**src/rtl/pcf_pkg.sv**
```systemverilog
package pcf_pkg;
  // Which flash byte lanes an access touches and how host lane 0 is sourced
  typedef struct packed {
    logic lo;     // low (even) device addressed
    logic hi;     // high (odd) device addressed
    logic swap;   // high device byte carried on host bits 7:0
    logic drv0;   // host bits 7:0 take part
    logic drv1;   // host bits 15:8 take part
  } pcf_lanes_t;

  localparam logic [7:0] PCF_ODD_ATTR_FILL = 8'hFF;
endpackage

```
**src/rtl/pcf_lane_decode.sv**
```systemverilog
module pcf_lane_decode
  import pcf_pkg::*;
(
  input  logic       clk,
  input  logic       rst,
  input  logic       ce_even_n,
  input  logic       ce_odd_n,
  input  logic       a0,
  input  logic       reg_sel_n,
  input  logic       oe_n,
  input  logic       we_n,
  input  logic       wp,
  output pcf_lanes_t lanes,
  output logic       common_en,
  output logic       attr_en,
  output logic       rd,
  output logic       rl_n,
  output logic       wl_n,
  output logic       rh_n,
  output logic       wh_n,
  output logic       attr_cs,
  output logic       attr_we
);
  logic any_ce, word, even_only, odd_only, wr, wr_flash;

  always_comb begin
    any_ce    = !ce_even_n || !ce_odd_n;
    word      = !ce_even_n && !ce_odd_n;
    even_only = !ce_even_n && ce_odd_n;
    odd_only  = ce_even_n && !ce_odd_n;

    lanes.lo   = word || (even_only && !a0);
    lanes.hi   = word || (even_only && a0) || odd_only;
    lanes.swap = even_only && a0;
    lanes.drv0 = !ce_even_n;
    lanes.drv1 = !ce_odd_n;

    common_en = !rst && any_ce && reg_sel_n;
    attr_en   = !rst && any_ce && !reg_sel_n;
    rd        = !oe_n && we_n;
    wr        = !we_n && oe_n;
    wr_flash  = wr && !wp;

    rl_n    = !(common_en && lanes.lo && rd);
    rh_n    = !(common_en && lanes.hi && rd);
    wl_n    = !(common_en && lanes.lo && wr_flash);
    wh_n    = !(common_en && lanes.hi && wr_flash);
    attr_cs = attr_en && lanes.lo;
    attr_we = attr_cs && wr;
  end

  p_wp_lock_r8: assert property (@(posedge clk) disable iff (rst)
    wp |-> (wl_n && wh_n));
  p_rd_wr_excl_r6: assert property (@(posedge clk) disable iff (rst)
    (!oe_n && !we_n) |-> (rl_n && rh_n && wl_n && wh_n && !attr_we));
  p_idle_r4: assert property (@(posedge clk) disable iff (rst)
    (ce_even_n && ce_odd_n) |-> (rl_n && rh_n && wl_n && wh_n && !attr_cs));
  p_attr_no_flash_r7: assert property (@(posedge clk) disable iff (rst)
    !reg_sel_n |-> (rl_n && rh_n && wl_n && wh_n));
endmodule

```
**src/rtl/pcf_data_steer.sv**
```systemverilog
module pcf_data_steer
  import pcf_pkg::*;
(
  input  pcf_lanes_t  lanes,
  input  logic        common_en,
  input  logic        attr_en,
  input  logic        rd,
  input  logic [15:0] host_wdata,
  input  logic [7:0]  flash_lo_rdata,
  input  logic [7:0]  flash_hi_rdata,
  input  logic [7:0]  attr_rdata,
  output logic [15:0] host_rdata,
  output logic [1:0]  host_rdata_oe,
  output logic [7:0]  flash_lo_wdata,
  output logic [7:0]  flash_hi_wdata,
  output logic [7:0]  attr_wdata
);
  logic [7:0] lo_src, hi_src;
  logic       reading;

  always_comb begin
    lo_src  = common_en ? flash_lo_rdata : attr_rdata;
    hi_src  = common_en ? flash_hi_rdata : PCF_ODD_ATTR_FILL;
    reading = rd && (common_en || attr_en);

    host_rdata[7:0]  = lanes.swap ? hi_src : lo_src;
    host_rdata[15:8] = hi_src;
    host_rdata_oe    = {reading && lanes.drv1, reading && lanes.drv0};

    flash_lo_wdata = host_wdata[7:0];
    flash_hi_wdata = lanes.swap ? host_wdata[7:0] : host_wdata[15:8];
    attr_wdata     = host_wdata[7:0];
  end
endmodule

```
**src/rtl/pcf_busy_sync.sv**
```systemverilog
module pcf_busy_sync #(
  parameter int NDEV        = 16,
  parameter int SYNC_STAGES = 2
) (
  input  logic            clk,
  input  logic            rst,
  input  logic [NDEV-1:0] dev_busy,
  output logic            rdy_bsy
);
  logic [SYNC_STAGES-1:0] sync_q;

  always_ff @(posedge clk) begin
    if (rst) sync_q <= '0;
    else     sync_q <= {sync_q[SYNC_STAGES-2:0], |dev_busy};
  end

  assign rdy_bsy = !sync_q[SYNC_STAGES-1];

  p_ready_after_reset_r10: assert property (@(posedge clk) disable iff (rst)
    $fell(rst) |-> rdy_bsy);
  p_idle_stays_ready_r9: assert property (@(posedge clk) disable iff (rst)
    (rdy_bsy && !(|sync_q)) |=> (rdy_bsy));
endmodule

```
**src/rtl/pcf_array_ctrl.sv**
```systemverilog
module pcf_array_ctrl
  import pcf_pkg::*;
#(
  parameter int NPAIRS         = 8,
  parameter int DEV_WORD_BITS  = 22,
  parameter int ATTR_ADDR_BITS = 11,
  parameter int SYNC_STAGES    = 2,
  localparam int PAIR_BITS     = $clog2(NPAIRS),
  localparam int ADDR_W        = 1 + DEV_WORD_BITS + PAIR_BITS,
  localparam int NDEV          = 2 * NPAIRS
) (
  input  logic                      clk,
  input  logic                      rst,
  input  logic                      ce_even_n,
  input  logic                      ce_odd_n,
  input  logic                      reg_sel_n,
  input  logic                      oe_n,
  input  logic                      we_n,
  input  logic                      wp,
  input  logic [ADDR_W-1:0]         addr,
  input  logic [15:0]               host_wdata,
  output logic [15:0]               host_rdata,
  output logic [1:0]                host_rdata_oe,
  output logic                      rdy_bsy,
  output logic                      wait_n,
  output logic                      bvd1,
  output logic                      bvd2,
  output logic [NPAIRS-1:0]         pair_cs_n,
  output logic [DEV_WORD_BITS-1:0]  flash_addr,
  output logic                      rl_n,
  output logic                      wl_n,
  output logic                      rh_n,
  output logic                      wh_n,
  output logic [7:0]                flash_lo_wdata,
  output logic [7:0]                flash_hi_wdata,
  input  logic [7:0]                flash_lo_rdata,
  input  logic [7:0]                flash_hi_rdata,
  input  logic [NDEV-1:0]           dev_busy,
  output logic                      attr_cs,
  output logic                      attr_we,
  output logic [ATTR_ADDR_BITS-1:0] attr_addr,
  output logic [7:0]                attr_wdata,
  input  logic [7:0]                attr_rdata
);
  pcf_lanes_t           lanes;
  logic                 common_en, attr_en, rd;
  logic [PAIR_BITS-1:0] pair_idx;

  assign wait_n = 1'b1;
  assign bvd1   = 1'b1;
  assign bvd2   = 1'b1;

  assign pair_idx   = addr[ADDR_W-1 -: PAIR_BITS];
  assign flash_addr = addr[DEV_WORD_BITS:1];
  assign attr_addr  = addr[ATTR_ADDR_BITS:1];

  for (genvar p = 0; p < NPAIRS; p++) begin : g_pair_cs
    assign pair_cs_n[p] = !(common_en && (pair_idx == PAIR_BITS'(p)));
  end

  pcf_lane_decode u_decode (
    .clk(clk), .rst(rst), .ce_even_n(ce_even_n), .ce_odd_n(ce_odd_n),
    .a0(addr[0]), .reg_sel_n(reg_sel_n), .oe_n(oe_n), .we_n(we_n), .wp(wp),
    .lanes(lanes), .common_en(common_en), .attr_en(attr_en), .rd(rd),
    .rl_n(rl_n), .wl_n(wl_n), .rh_n(rh_n), .wh_n(wh_n),
    .attr_cs(attr_cs), .attr_we(attr_we)
  );

  pcf_data_steer u_steer (
    .lanes(lanes), .common_en(common_en), .attr_en(attr_en), .rd(rd),
    .host_wdata(host_wdata), .flash_lo_rdata(flash_lo_rdata),
    .flash_hi_rdata(flash_hi_rdata), .attr_rdata(attr_rdata),
    .host_rdata(host_rdata), .host_rdata_oe(host_rdata_oe),
    .flash_lo_wdata(flash_lo_wdata), .flash_hi_wdata(flash_hi_wdata),
    .attr_wdata(attr_wdata)
  );

  pcf_busy_sync #(.NDEV(NDEV), .SYNC_STAGES(SYNC_STAGES)) u_busy (
    .clk(clk), .rst(rst), .dev_busy(dev_busy), .rdy_bsy(rdy_bsy)
  );

  p_one_pair_r5: assert property (@(posedge clk) disable iff (rst)
    $onehot0(~pair_cs_n));
  p_attr_no_cs_r7: assert property (@(posedge clk) disable iff (rst)
    !reg_sel_n |-> (&pair_cs_n));
  p_strobe_needs_cs_r5: assert property (@(posedge clk) disable iff (rst)
    (!rl_n || !rh_n || !wl_n || !wh_n) |-> !(&pair_cs_n));
  p_static_pins_r11: assert property (@(posedge clk) disable iff (rst)
    wait_n && bvd1 && bvd2);
endmodule

```
**config.mk**
```make
export PLATFORM = sky130hd
export DESIGN_NAME = pcf_array_ctrl
export DESIGN_NICKNAME = d
export VERILOG_FILES = /design/src/rtl/pcf_pkg.sv /design/src/rtl/pcf_lane_decode.sv /design/src/rtl/pcf_data_steer.sv /design/src/rtl/pcf_busy_sync.sv /design/src/rtl/pcf_array_ctrl.sv
export SDC_FILE = /design/constraint.sdc
export NUM_CORES = 1
export LEC_CHECK = 0
export ABC_AREA = 0
export BUFFER_PORTS_ARGS = -buffer_cell sky130_fd_sc_hd__buf_2
export CAP_MARGIN = 20
export CORE_MARGIN = 8
export CORE_UTILIZATION = 30
export DETAILED_ROUTE_END_ITERATION = 16
export PLACE_DENSITY = 0.88
export SYNTH_ARGS = -nofsm -noshare
export SYNTH_HDL_FRONTEND = slang
export SYNTH_SLANG_ARGS = --single-unit
```
**constraint.sdc**
```tcl
create_clock -name clk -period 1.9 [get_ports clk]
set_input_delay 0.38 -clock clk [delete_from_list [all_inputs] [get_ports clk]]
set_output_delay 0.38 -clock clk [all_outputs]
set_load 0.03 [all_outputs]
```
==> summary.md, run 1 <==
| Metric | Value |
|---|---|
| WL/cell | `14.7 um` |
| Worst R2R Start | `u_busy.sync_q[0]` |
| Non-Filler Instances | `289` |
| Post-Synth Adder-Cell Area | `0%` |
| Layout cells sized above 1 | `60.6%` |
| R2R Path End | `u_busy.sync_q[1]` |
| Root buffer cell | `clkbuf_4` |
| Post-route cell area | `1490 um^2` |
| H-tree levels | `1` |
| CTS tree | `built` |
| Sequential area share after synthesis | `3.65%` |
| Hold WS | `0.423 ns` |
| # setup viols final | `0` |
| Most frequent cells in the layout | `buf_2, nand2_1, inv_1, nand2b_1, a32oi_2` |
| Main combinational cell family by area after synthesis | `buffers and inverters` |
| Cell chain of the critical path | `buf_2 > buf_4 > nand2_2 > and3_1 > buf_12 > a32oi_2 > buf_2` |
| Crit path capture type | `primary output` |
| Post-Place Cells | `286` |
| Post-CTS Hold Fix Bufs | `0` |
| Final worst path period share | `96.3%` |
| P_leak | `0.792 nW` |
| Area after DPL | `1470 um^2` |
| Post-layout utilization of the core | `41.6%` |
| Syn-to-layout area delta | `35.7%` |
| Worst slack at placement | `0.0488 ns` |
| Ys Warns | `0` |
| Initial antenna violation count | `0` |
| Gpl congestion | `0.928` |
| # port buffers | `124` |
| Synth Area in XOR/XNOR | `0%` |
| Overall Power | `0.543 mW` |
| Clk buf depth | `2` |
| Min-delay src | `u_busy.sync_q[0]` |
| Switching Fraction | `51.1%` |
| Final-stage net count | `333` |
| Synth Area in Compound Gates | `15.4%` |
| Worst-Skew Late Latency | `0.22 ns` |
| DP Wirelength | `3700 um` |
| Min-delay worst type | `register to register` |
| Reg2Reg Setup Slack | `1.40 ns` |
| Post-route setup TNS | `0 ns` |
| Synthesized area per cell | `6.73 um^2` |
| Via count | `1336` |
| Kind of critical path | `input pin to primary output` |
| Critical path's largest stage delay | `0.22 ns` |
| Clk slew on worst S/H paths | `0.03 ns` |
| Slowest-stage cell, CP | `buf_2` |
| Power per cell area | `365 nW/um^2` |
| CP startpoint kind | `input pin` |
| CP dominant cell by count | `buf_2` |
| Largest register FFs | `2` |
| Largest Register | `u_busy.sync_q` |
| Seq cells post-synth | `2` |
| DRT iter0 DRCs | `51` |
| GR Util All Layers | `13.3%` |
| Remaining Overflow, GRT | `0` |
| Critical Path AT | `1.45 ns` |
| WHS Endpoint | `u_busy.sync_q[1]` |
| Die outline height | `76.5 um` |
| Count of pins over their slew limit | `0` |
| Status | `finished clean` |
| First-pass GRT wire length | `6640 um` |
| RSZ-0062 raised after global routing | `no` |
| Largest regs | `u_busy.sync_q x2` |
| Logic pwr share | `74.9%` |
| Worst EP required | `1.52 ns` |
| Syn Inst Count | `163` |
| Row count | `22` |
| Core area | `3580 um^2` |
| MaxCap Viol Count | `0` |
| Hold depth | `1` |
| DIE AREA | `5850 um^2` |
| Max Clk Rate | `546 MHz` |
| Synth cell types | `25` |
| Commonest non-fill, non-tap cell in the layout | `buf_2` |
| Fin. Hold Viols | `0` |
| P_sw | `0.278 mW` |
| Fin Clk Skew | `0.00457 ns` |
| Via density per instance | `4.62` |
| Internal power | `0.265 mW` |
| ANT cells | `0` |
| Multiplexer share of the synthesized area | `0%` |
| Sequential fraction of design power | `8.3%` |
| Starting Density | `30.7%` |
| Crit-path max FO | `26` |
| Clock Sinks | `2` |
| Final WL | `4250 um` |
| Simple-gate share of the synthesized area | `36.9%` |
| Min Tclk post-route | `1.83 ns` |
| Post-route antenna net violation count | `0` |
| Pin count of the biggest net entering global routing | `27` |
| Cell Area, Synth | `1100 um^2` |
| Peak supply drop | `0.000373 V` |
| # DRC | `0` |
| Worst Slack Setup Final | `0.0698 ns` |
| Pre-antenna DRT Iters | `4` |
| CTS Buf Count | `3` |
| Number of global-route vias before repair | `1369` |
| Clock network fraction of total power | `16.8%` |
| R2R depth | `1` |
| # IOs | `183` |
| Die width | `76.5 um` |
-- area by class of cell --
type                       instances  area, um^2
fill                             361        2090
timing repair buffer             131         723
multi-input combinational         95         606
tap                               48        60.1
sequential                         2        40.0
inverter                          10        37.5
clock buffer                       3        22.5
-- layer usage --
layer | wire [um] | vias up | track usage (%) | part of all wire [%]
met2 | 2000 | 91 | 24.3 | 47
met3 | 609 | 19 | 7.78 | 14
met5 | 0 | - | 0 | 0
li1 | - | 639 | - | -
met1 | 1510 | 587 | 11.8 | 36
met4 | 131 | 0 | 4.81 | 3.1
-- synthesized netlist by cell type, drive strengths merged --
master | instances | area share, %
buf | 58 | 40
nand2 | 42 | 15
inv | 10 | 3.4
nand2b | 10 | 5.7
a32oi | 8 | 12
nand3 | 4 | 1.8
nor2 | 4 | 1.4
nor4 | 4 | 2.3
nand4 | 3 | 1.7
nand4b | 3 | 2.4
nor2b | 3 | 1.7
dfxtp | 2 | 3.6
nand3b | 2 | 1.4
nor3 | 2 | 0.91
a2111oi | 1 | 0.80
a31oi | 1 | 1.9
a41oi | 1 | 0.80
and3 | 1 | 0.57
and3b | 1 | 0.80
conb | 1 | 0.34
nand4bb | 1 | 1.0
or2b | 1 | 0.68
-- power groups by stage --
stage	combinational, mW	clock [mW]	sequential, mW
after floorplan	0.391	0	0.0454
after global placement	0.405	0	0.0455
after detailed placement	0.409	0	0.0456
after CTS	0.410	0.0959	0.0450
after global routing	0.436	0.104	0.0451
final	0.407	0.0912	0.0450
-- worst max-delay path: cells and delay by family --
kind,cells,cell delay (ns)
AND/OR/NAND/NOR,2,0.28
buffers and inverters,4,0.61
AO/OA/AOI/OAI,1,0.16
-- what timing repair did --
action                                  in CTS  in global routing
endpoints found under the setup margin       0                  7
buffers inserted                             0                  0
resized for setup                            0                  1
-- kinds of logic (layout without fill, tap and decap cells) --
logic type      Yosys count  in the layout
other cells               1              3
compound gates           11             11
buf+inv                  68            144
flops                     2              2
simple gates             81             81
-- how the worst max path moves through the flow --
stage / from / to / slack, ns / depth (start not counted)
CTS: ce_odd_n / host_rdata[2] / 0.04 / 6
floorplan: ce_odd_n / attr_we / 0.02 / 2
global route: ce_even_n / host_rdata[1] / 0.006 / 7
detailed placement: ce_odd_n / host_rdata[2] / 0.05 / 6
finish: ce_even_n / host_rdata[0] / 0.07 / 7
global placement: ce_odd_n / host_rdata[1] / 0.07 / 6
No activity file was read; power rests on OpenSTA's default activity.
==> run 2: changes to the inputs <==
- CTS_CLUSTER_DIAMETER: unset -> 80
- REMOVE_ABC_BUFFERS: unset -> 1
==> run 2 against run 1 <==
Compared with the run above:
- global-route usage is 2.1 points higher
- critical path depth unchanged
- sequential cell count stayed put
- total power grew 0.40%
- non-clock buffer count decreased by 1
- via count up 0.67%
- clock-buffer cell count stayed put
- first-iteration DRC count decreased by 59%
- clock power is 1% higher
- sequential power about the same
- wire length grew 19%
- critical path type unchanged
- largest power group unchanged
- highest routed layer is now met5
==> summary.md, run 2 (synthesis gave the netlist of run 1 again) <==
| Metric | Value |
|---|---|
| Status | `finished clean` |
| Die width | `76.5 um` |
| WL/cell | `17.5 um` |
| Core area | `3580 um^2` |
| Highest metal used | `met5` |
| Initial antenna violation count | `0` |
| DP Wirelength | `4310 um` |
| CP startpoint kind | `input pin` |
| Post-route antenna net violation count | `0` |
| Critical Path AT | `1.46 ns` |
| DIE AREA | `5850 um^2` |
| Final worst path period share | `96.7%` |
| Root buffer cell | `clkbuf_4` |
| Post_cts resized | `1` |
| Postcts setup bufs | `0` |
| P_leak | `0.790 nW` |
| Crit path capture type | `primary output` |
| Commonest non-fill, non-tap cell in the layout | `buf_2` |
| # IOs | `183` |
| Fin Clk Skew | `0.00350 ns` |
| Overall Power | `0.545 mW` |
| WL met1 | `2010 um` |
| Met2 wire len | `2050 um` |
| Reg2Reg Setup Slack | `1.40 ns` |
| Max Clk Rate | `544 MHz` |
| Clk buf depth | `2` |
| Min Tclk post-route | `1.84 ns` |
| First-pass GRT wire length | `7340 um` |
| Pre-antenna DRT Iters | `4` |
| Remaining Overflow, GRT | `0` |
| ANT cells | `0` |
| Largest Register | `u_busy.sync_q` |
| DRT iter0 DRCs | `21` |
| Pin count of the biggest net entering global routing | `25` |
| Largest regs | `u_busy.sync_q x2` |
| H-tree levels | `1` |
| Via density per instance | `4.67` |
| Post-layout utilization of the core | `41.3%` |
| Power per cell area | `369 nW/um^2` |
| Fin. Hold Viols | `0` |
| Post-CTS Hold Fix Bufs | `0` |
| Count of pins over their slew limit | `0` |
| Met3 routed WL | `924 um` |
| # port buffers | `124` |
| Clk slew on worst S/H paths | `0.03 ns` |
| MaxCap Viol Count | `0` |
| Largest register FFs | `2` |
| Fill cells | `373` |
| Peak supply drop | `0.000256 V` |
| Gpl congestion | `0.772` |
| GR Util All Layers | `15.4%` |
| Worst EP required | `1.52 ns` |
| Row count | `22` |
| # DRC | `0` |
| Crit-path max FO | `24` |
| Kind of critical path | `input pin to primary output` |
| Via count | `1345` |
| Number of global-route vias before repair | `1392` |
| Final-stage net count | `332` |
| CTS Buf Count | `3` |
| Starting Density | `30.7%` |
| Min-delay worst type | `input pin to register` |
| # setup viols final | `0` |
| CTS tree | `built` |
| Final WL | `5040 um` |
| Layout cells sized above 1 | `60.4%` |
| Post-route setup TNS | `0 ns` |
| Most frequent cells in the layout | `buf_2, nand2_1, inv_1, nand2b_1, a32oi_2` |
| Worst-Skew Late Latency | `0.22 ns` |
| Clock Sinks | `2` |
| Syn-to-layout area delta | `34.7%` |
| Die outline height | `76.5 um` |
==> run 2: cell count changes in the layout (fill, tap and decap cells not counted), sizes merged <==
cell	before	now
buf	131	127
clkbuf	3	6
==> run 2: path summary, 6_finish.rpt <==
| path | startpoint | to | cells past startpoint |
|---|---|---|---|
| worst max-delay path | ce_even_n | host_rdata[3] | 7 |
| worst max register to register | u_busy.sync_q[0] | u_busy.sync_q[1] | 1 |
| worst min-delay path | rst | u_busy.sync_q[1] | 2 |
| worst min register to register | u_busy.sync_q[0] | u_busy.sync_q[1] | 1 |
==> run 2: where the power goes <==
part	leakage (nW)	internal [mW]	switching [mW]
Clock	0.0138	0.0695	0.0227
Sequential	0.0168	0.0446	0.000464
Combinational	0.759	0.154	0.254
==> run 2: layout make-up <==
type / count / area (um^2) / area share [%]
clock buffer: 3 / 22.5 / 1.52
inverter: 10 / 37.5 / 2.54
multi-input combinational: 95 / 589 / 39.9
sequential: 2 / 40.0 / 2.71
tap: 48 / 60.1 / 4.06
timing repair buffer: 130 / 728 / 49.3
==> run 2: metrics by stage <==
| stage | worst slack (ns) | hold slack [ns] | instances | instance area (um^2) |
|---|---|---|---|---|
| floorplan | -1.11 | 0.414 | 107 | 663 |
| global placement | 0.0560 | 0.423 | 285 | 1440 |
| detailed placement | -0.00706 | 0.435 | 285 | 1440 |
| CTS | 0.00930 | 0.410 | 288 | 1460 |
| global route | -0.0133 | 0.421 | 288 | 1480 |
| finish | 0.0622 | 0.412 | 288 | 1480 |
==> run 2: per-layer routing <==
layer	vias up	GRT usage [%]
met5	-	8.18
met4	2	0.577
met3	4	15.0
met2	120	22.1
met1	580	16.1
li1	639	-
==> run 2: worst max-delay path, cell delays in order <==
cell,delay (ns)
buf_2,0.08
buf_4,0.12
nand2_2,0.06
and3_2,0.25
buf_12,0.17
a32oi_2,0.16
buf_2,0.22
